===== config.mk =====
export PLATFORM = sky130hd
export DESIGN_NAME = systime_counter
export DESIGN_NICKNAME = d
export VERILOG_FILES = /design/src/rtl/systime_pkg.sv /design/src/rtl/systime_tick_gen.sv /design/src/rtl/systime_accum.sv /design/src/rtl/systime_regif.sv /design/src/rtl/systime_counter.sv
export SDC_FILE = /design/constraint.sdc
export NUM_CORES = 1
export LEC_CHECK = 0
export ABC_AREA = 0
export BUFFER_PORTS_ARGS = -buffer_cell sky130_fd_sc_hd__buf_2
export CAP_MARGIN = 0
export CORE_MARGIN = 2
export CORE_UTILIZATION = 28
export CTS_CLUSTER_DIAMETER = 80
export DETAILED_ROUTE_END_ITERATION = 10
export PLACE_DENSITY_LB_ADDON = 0.2
export SETUP_SLACK_MARGIN = 0.3
export SYNTH_ARGS = -nofsm -noshare
export SYNTH_HDL_FRONTEND = slang
export SYNTH_SLANG_ARGS = --single-unit

===== constraint.sdc =====
create_clock -name clk -period 9.22 [get_ports clk]
set_clock_uncertainty 0.15 [all_clocks]
set_input_delay 0.922 -clock clk [delete_from_list [all_inputs] [get_ports clk]]
set_output_delay 0.922 -clock clk [all_outputs]
set_load 0.1 [all_outputs]

===== src/rtl/systime_pkg.sv =====
package systime_pkg;

   localparam int CTL_PER_W = 8;
   localparam int CTL_INC_W = 24;

   typedef enum logic [1:0] {
      SEL_TIME_LO = 2'd0,
      SEL_TIME_HI = 2'd1,
      SEL_CTL     = 2'd2,
      SEL_UNUSED  = 2'd3
   } reg_sel_e;

   typedef struct packed {
      logic [CTL_PER_W-1:0] period;
      logic [CTL_INC_W-1:0] incr;
   } ctl_word_t;

endpackage


===== src/rtl/systime_tick_gen.sv =====
module systime_tick_gen #(
   parameter int PER_W = 8
) (
   input  logic             clk,
   input  logic             rst_n,
   input  logic [PER_W-1:0] period,
   input  logic             restart,
   output logic             step_o
);

   logic [PER_W-1:0] phase_q;
   logic             running;
   logic             at_end;

   assign running = (period != '0);
   assign at_end  = running && (phase_q == period - PER_W'(1));
   assign step_o  = at_end && !restart;

   always_ff @(posedge clk or negedge rst_n) begin
      if (!rst_n) begin
         phase_q <= '0;
      end else if (restart || !running || at_end) begin
         phase_q <= '0;
      end else begin
         phase_q <= phase_q + PER_W'(1);
      end
   end

   // phase stays inside the current period window
   assert_phase_bound_R3: assert property (@(posedge clk) disable iff (!rst_n)
      running |-> (phase_q < period));

   // a restart edge never advances and leaves phase at zero
   assert_restart_clears_R7: assert property (@(posedge clk) disable iff (!rst_n)
      restart |=> (phase_q == '0));

endmodule


===== src/rtl/systime_accum.sv =====
module systime_accum #(
   parameter int TIME_W    = 64,
   parameter int INC_W     = 24,
   parameter bit SPLIT_ADD = 1'b0
) (
   input  logic              clk,
   input  logic              rst_n,
   input  logic              step,
   input  logic [INC_W-1:0]  incr,
   input  logic              load,
   input  logic [TIME_W-1:0] load_val,
   output logic [TIME_W-1:0] time_o,
   output logic              wrap_o
);

   localparam int HALF_W = TIME_W / 2;
   localparam int TOP_W  = TIME_W - HALF_W;

   logic [TIME_W-1:0] sum;
   logic              carry;

   generate
      if (INC_W > HALF_W) begin : g_bad_width
         $error("increment wider than half the time word");
      end
      if (SPLIT_ADD) begin : g_split
         logic [HALF_W:0] lo_sum;
         logic [TOP_W:0]  hi_sum;
         assign lo_sum = {1'b0, time_o[HALF_W-1:0]} + (HALF_W+1)'(incr);
         assign hi_sum = {1'b0, time_o[TIME_W-1:HALF_W]} + (TOP_W+1)'(lo_sum[HALF_W]);
         assign sum    = {hi_sum[TOP_W-1:0], lo_sum[HALF_W-1:0]};
         assign carry  = hi_sum[TOP_W];
      end else begin : g_flat
         logic [TIME_W:0] full_sum;
         assign full_sum = {1'b0, time_o} + (TIME_W+1)'(incr);
         assign sum      = full_sum[TIME_W-1:0];
         assign carry    = full_sum[TIME_W];
      end
   endgenerate

   always_ff @(posedge clk or negedge rst_n) begin
      if (!rst_n) begin
         time_o <= '0;
         wrap_o <= 1'b0;
      end else if (load) begin
         time_o <= load_val;
         wrap_o <= 1'b0;
      end else if (step) begin
         time_o <= sum;
         wrap_o <= carry;
      end else begin
         wrap_o <= 1'b0;
      end
   end

   // without a step or load the time holds
   assert_hold_R3: assert property (@(posedge clk) disable iff (!rst_n)
      (!step && !load) |=> $stable(time_o));

   // a wrap leaves a residue smaller than the increment that caused it
   assert_wrap_residue_R8: assert property (@(posedge clk) disable iff (!rst_n)
      wrap_o |-> (time_o < TIME_W'($past(incr))));

   // the wrap flag never lasts two cycles
   assert_wrap_pulse_R8: assert property (@(posedge clk) disable iff (!rst_n)
      wrap_o |=> !wrap_o);

endmodule


===== src/rtl/systime_regif.sv =====
module systime_regif
   import systime_pkg::*;
#(
   parameter int        WORD_W  = 32,
   parameter int        TIME_W  = 64,
   parameter logic [31:0] RST_CTL = 32'h0
) (
   input  logic              clk,
   input  logic              rst_n,
   input  logic              wr_en,
   input  logic              rd_en,
   input  logic [1:0]        addr,
   input  logic [WORD_W-1:0] wdata,
   input  logic [TIME_W-1:0] time_i,
   output logic [WORD_W-1:0] rdata,
   output ctl_word_t         ctl_o,
   output logic              ctl_wr_o,
   output logic              load_o,
   output logic [TIME_W-1:0] load_val_o
);

   localparam int CTL_W = CTL_PER_W + CTL_INC_W;

   generate
      if (TIME_W != 2 * WORD_W) begin : g_bad_split
         $error("time must span exactly two register words");
      end
      if (CTL_W != WORD_W) begin : g_bad_ctl
         $error("control word must match the register width");
      end
   endgenerate

   reg_sel_e          sel;
   logic [WORD_W-1:0] staged_q;
   logic [WORD_W-1:0] shadow_q;

   assign sel        = reg_sel_e'(addr);
   assign ctl_wr_o   = wr_en && (sel == SEL_CTL);
   assign load_o     = wr_en && (sel == SEL_TIME_HI);
   assign load_val_o = {wdata, staged_q};

   always_ff @(posedge clk or negedge rst_n) begin
      if (!rst_n) begin
         staged_q <= '0;
         ctl_o    <= ctl_word_t'(RST_CTL);
      end else if (wr_en) begin
         case (sel)
            SEL_TIME_LO: staged_q <= wdata;
            SEL_CTL:     ctl_o    <= ctl_word_t'(wdata);
            default:     ;
         endcase
      end
   end

   always_ff @(posedge clk or negedge rst_n) begin
      if (!rst_n) begin
         rdata    <= '0;
         shadow_q <= '0;
      end else if (rd_en) begin
         case (sel)
            SEL_TIME_LO: begin
               rdata    <= time_i[WORD_W-1:0];
               shadow_q <= time_i[TIME_W-1:WORD_W];
            end
            SEL_TIME_HI: rdata <= shadow_q;
            SEL_CTL:     rdata <= WORD_W'(ctl_o);
            default:     rdata <= '0;
         endcase
      end
   end

   // low read captures the high half of the same sample
   assert_shadow_capture_R5: assert property (@(posedge clk) disable iff (!rst_n)
      (rd_en && sel == SEL_TIME_LO) |=> (shadow_q == $past(time_i[TIME_W-1:WORD_W])));

   // high write lands both words in the counter on that edge
   assert_atomic_load_R6: assert property (@(posedge clk) disable iff (!rst_n)
      load_o |=> (time_i == $past(load_val_o)));

   // control word only moves on its own write
   assert_ctl_stable_R9: assert property (@(posedge clk) disable iff (!rst_n)
      !ctl_wr_o |=> $stable(ctl_o));

endmodule


===== src/rtl/systime_counter.sv =====
module systime_counter
   import systime_pkg::*;
#(
   parameter int          WORD_W    = 32,
   parameter int          TIME_W    = 64,
   parameter bit          SPLIT_ADD = 1'b0,
   parameter logic [31:0] RST_CTL   = 32'h0
) (
   input  logic              clk,
   input  logic              rst_n,
   input  logic              wr_en,
   input  logic              rd_en,
   input  logic [1:0]        addr,
   input  logic [WORD_W-1:0] wdata,
   output logic [WORD_W-1:0] rdata,
   output logic              time_wrap
);

   ctl_word_t         ctl;
   logic              ctl_wr;
   logic              load;
   logic [TIME_W-1:0] load_val;
   logic [TIME_W-1:0] time_q;
   logic              step;

   systime_regif #(
      .WORD_W (WORD_W),
      .TIME_W (TIME_W),
      .RST_CTL(RST_CTL)
   ) u_regif (
      .clk       (clk),
      .rst_n     (rst_n),
      .wr_en     (wr_en),
      .rd_en     (rd_en),
      .addr      (addr),
      .wdata     (wdata),
      .time_i    (time_q),
      .rdata     (rdata),
      .ctl_o     (ctl),
      .ctl_wr_o  (ctl_wr),
      .load_o    (load),
      .load_val_o(load_val)
   );

   systime_tick_gen #(
      .PER_W(CTL_PER_W)
   ) u_tick (
      .clk    (clk),
      .rst_n  (rst_n),
      .period (ctl.period),
      .restart(ctl_wr || load),
      .step_o (step)
   );

   systime_accum #(
      .TIME_W   (TIME_W),
      .INC_W    (CTL_INC_W),
      .SPLIT_ADD(SPLIT_ADD)
   ) u_accum (
      .clk     (clk),
      .rst_n   (rst_n),
      .step    (step),
      .incr    (ctl.incr),
      .load    (load),
      .load_val(load_val),
      .time_o  (time_q),
      .wrap_o  (time_wrap)
   );

   // stopped period freezes the time unless software reloads it
   assert_stopped_R4: assert property (@(posedge clk) disable iff (!rst_n)
      (ctl.period == '0 && !load) |=> $stable(time_q));

   // a control write edge never advances the time
   assert_ctl_write_no_step_R7: assert property (@(posedge clk) disable iff (!rst_n)
      ctl_wr |=> $stable(time_q));

endmodule


; Word-level counts from Yosys, hierarchy flattened
; Cells that the tools add are included.
[word_totals]
regBits = 201
elab_cells = 35
[classes]
addsub = 3
n_mux = 6
eq_ne = 3
n_reduce_logical = 15
[op_table]
columns = cell, n
row1 = $mux 64, 2
row2 = $pmux 32 s3, 1
row3 = $add 64x24->65, 1
row4 = $add 8x1->8 const B, 1
row5 = $eq 8x8->1, 1
row6 = $mux 8, 1
row7 = $reduce_bool 8->1, 1
row8 = $sub 8x1->8 const B, 1
row9 = $reduce_and 2->1, 3
row10 = $logic_and 1x1->1, 4
row11 = $logic_or 1x1->1, 3
row12 = $eq 2x1->1 const B, 1
row13 = $eq 2x2->1 const B, 1
row14 = $logic_not 1->1, 2
row15 = $logic_not 2->1, 1
row16 = $mux 1, 2
row17 = $reduce_bool 2->1, 1

; Logic depth before layout (Yosys ltp)
[logic_depth]
word_depth = 7
mapped_depth = 12

; Hierarchy
; From an unflattened synthesis, not the netlist that was laid out.
[unflattened]
hier_cells = 1123
area_unflattened_um2 = 11662.4
[by_module_without_submodules]
columns = module, seq_area_each_um2, area_each_um2, n_inst, cells_per_inst
row1 = systime_regif, 3203.1, 5795.6, 1, 421
row2 = systime_accum, 1626.6, 5181.2, 1, 623
row3 = systime_tick_gen, 200.2, 679.4, 1, 78
row4 = systime_counter, 0.0, 6.3, 1, 1

; Worst setup path before layout
; OpenSTA, ideal clock, no wires.
[synth_path]
path_type = flip-flop to flip-flop
start = register u_regif.ctl_o[26] (netlist name)
end = register u_accum.time_o[62]
t_arrival_ns = 2.988
path_stages_with_launch = 11
synth_period_minus_slack_ns = 3.262
setup_ns = 0.124
t_required_ns = 8.946
path_slack_ns = 5.958
path_buffers = 2
cell_sequence = dfrtp_1 buf_2 or4_1 o21ai_1 nand4_1 a2111oi_4 nand4_2 or3_1 buf_2 o311a_1 a211o_1
[synth_via]
elab_chain_cells = 5
[synth_rtl]
columns = element, line
row1 = "start, declared", systime_regif.sv:16  ; output ctl_word_t ctl_o,
row2 = "start signal, assigned", systime_regif.sv:45  ; ctl_o <= ctl_word_t'(RST_CTL);
row3 = "start signal, assigned", systime_regif.sv:49  ; SEL_CTL: ctl_o <= ctl_word_t'(wdata);
row4 = $sub 8x1->8, systime_tick_gen.sv:16  ; assign at_end = running && (phase_q == period - PER_W'(1));
row5 = $eq 8x8->1, systime_tick_gen.sv:16
row6 = $logic_and 1x1->1 (*), systime_tick_gen.sv:16
row7 = $logic_and 1x1->1 (*), systime_tick_gen.sv:17  ; assign step_o = at_end && !restart;
row8 = $reduce_bool 2->1 (no source line) (*), -
row9 = "end signal, assigned", systime_accum.sv:46  ; time_o <= load_val;
row10 = "end signal, assigned", systime_accum.sv:49  ; time_o <= sum;
row11 = "end, declared", systime_accum.sv:12  ; output logic [TIME_W-1:0] time_o,
; Every way passes the cells marked *; elsewhere a longest branch is shown, timed or not.
; A chain may end at the register's enable or synchronous reset.

; Worst setup path after layout
[layout_path]
start = register u_regif.ctl_o[27] (netlist name)
end = register u_accum.time_o[62]
; The elaborated chain is that of the path after synthesis.

==> impl_results.md <==
- CTS sink cnt: 201
- Area growth, synth to finish: 15.7%
- Fin util: 32.9%
- Fmax: 252 MHz
- Syn avg cell area: 9.87 µm²
- WP data arrival: 4.23 ns
- Grt ovf: 0
- WS Path Type: reg -> reg
- Syn_nets: 1154
- Multi-input logic area: 5440 µm²
- DR WL/cell: 19.9 µm
- Post-synth EDFFs: 0
- Worst-skew pair later-pin latency: 0.53 ns
- H-tree depth: 1
- Clk slew on worst S/H paths: 0.06 ns
- Pwr per Cell Area: 272 nW/µm²
- Clock Root Buffer: clkbuf_16
- Port Buffers: 70
- Synthesized area: 10800 µm²
- Dpl cell area: 11600 µm²
- Fin crit share: 43.1%
- Max-slew violations: 0
- Seq cells post-synth: 201
- Main area contributors after synthesis: dfrtp_1, mux2_2, a21oi_1
- Synth cell types: 60
- Max FO, Critical Path: 16
- Largest net degree at the start of global routing: 83
- Max-Cap Viols: 0
- Setup bufs post-CTS: 0
- Final hold vios: 0
- Top cell type's share of synthesized area: 46.8%
- Vias in the first global route: 8661
- Ant diodes: 0
- Cts repair resizes: 0
- CP Launch Type: register
- Final Hold Slack: 0.217 ns
- Routed wire length: 33100 µm
- Rel. slew slack: 24.9%
- Unrepaired setup endpoints after global routing: false
- Commonest non-fill, non-tap cell in the layout: dfrtp_1
- Fin area: 12400 µm²
- Max clock buf depth: 3
- Final Power: 3380 µW
- Register Area: 5030 µm²
- First-pass GRT wire length: 51700 µm
- GRT Util Overall: 16.7%
- Via/cell ratio: 5.09
- Routed Antenna Nets: 0
- Fill count: 3854
- DR DRC count: 0
- Die Span X: 200 µm
- Crit path required time: 9.48 ns
- Post-route minimum period: 3.97 ns
- Dpl hpwl: 22400 µm
- CTS tree: done
- # rows: 71
- Die ar.: 40000 µm²
- Type of the worst min-delay path: in -> async
- Hold_buf cts: 0
- Routability Congestion: 0.872
- Cell count of the worst reg-to-reg path: 8
- Async SR Flop Fraction: 100%
- Most frequent cells in the layout: dfrtp_1, nor2_1, a21oi_1
- Core Footprint: 37800 µm²
- Vias post-DR: 8482
- Starting Density: 28.5%
- Leak pwr: 0.00527 µW
- Die extent in y: 200 µm
- Layout net count: 1202
- Post-Synthesis Cells: 1089
- Sum Neg Setup Slack: 0 ns
- CTS Buf Count: 25
- Initial DRC count: 643
- CP endpoint kind: register
- I/O Pins: 71
- Cell taking the most area after synthesis: dfrtp_1
- Synth warn: 0
- Seq/Total Area, Yosys: 46.8%
- Setup violators final: 0
- Peak VDD IR: 0.000101 V
- Synth Flop Type: dfrtp_1
- TritonRoute pass-1 iters: 5
- Status: complete, no violations
- Initial antenna violation count: 0
- Share of cells above drive strength 1: 20.1%
- Worst slew pin tran: 1.12 ns
[cells in the mapped netlist, types with 13 or more instances]
cell type	n
a21o_1	15
a21oi_1	101
a31oi_1	22
and3_1	15
clkbuf_1	52
dfrtp_1	201
ha_1	26
inv_1	13
mux2_2	96
mux2i_1	33
nand2_1	93
nand3_1	25
nand4_1	16
nor2_1	133
nor4_1	13
o211ai_1	15
o21ai_0	30
xnor2_1	36
xor2_1	23
[layer usage]
layer	wire [µm]	track usage [%]
met5	0	0
met4	638	3.70
met3	1330	2.37
met2	15200	27.1
met1	15900	23.7
[cells by family (layout without fill, tap and decap cells)]
family | count (synthesis) | in the layout | share of synthesized area, %
adders and majority gates | 27 | 27 | 3.21
DFF | 201 | 201 | 46.8
AOI/OAI and AO/OA | 242 | 242 | 13.9
muxes | 129 | 129 | 13.1
buffers and inverters | 77 | 142 | 2.74
xor gates and xnor gates | 59 | 59 | 4.81
and+or+nand+nor | 354 | 354 | 15.4
[critical path, stage by stage (launching register included)]
cell	delay, ns
dfrtp_1	0.48
or4_1	0.55
o21ai_1	0.13
nand4_1	0.15
a2111oi_4	0.56
nand4_2	0.52
or3_1	0.65
o311a_1	0.38
a211o_1	0.27
[power by group]
part           switching, µW  internal [µW]  leakage [µW]
registers                186           1080       0.00241
clock network            388            581      0.000403
logic                    716            436       0.00246
[sequential cells by signal, summed over array words and instances (netlist names)]
name and cells:
u_accum.time_o 64, u_regif.staged_q 32, u_regif.shadow_q 32, u_regif.rdata 32, u_tick.phase_q 8, u_accum.wrap_o 1, u_regif.ctl_o 32
[stage by stage]
step           setup WS [ns]  cells
2_1_floorplan           5.96   1089
3_3_place_gp            5.33   1621
3_5_place_dp            5.31   1621
4_1_cts                 5.29   1665
5_1_grt                 5.08   1665
6_report                5.25   1665
[path summary, 6_finish.rpt]
| check | startpoint | end | slack, ns |
|---|---|---|---|
| hold / removal | rst_n | u_regif.rdata[0] | 0.22 |
| min in group clk | u_regif.staged_q[30] | u_accum.time_o[30] | 0.34 |
| setup / recovery | u_regif.ctl_o[27] | u_accum.time_o[62] | 5.25 |
| setup reg to reg | u_regif.ctl_o[27] | u_accum.time_o[62] | 5.25 |
| hold reg to reg | u_regif.staged_q[30] | u_accum.time_o[30] | 0.34 |
| max in group asynchronous | rst_n | u_regif.rdata[16] | 7.41 |
[layout make-up]
class                      count  share of cell area [%]
multi-input combinational    811                    43.7
sequential                   201                    40.4
clock buffer                  37                    5.95
tap                          511                    5.14
timing repair buffer          85                    3.80
clock inverter                 7                   0.543
inverter                      13                   0.392
No activity file was read; power rests on OpenSTA's default activity.
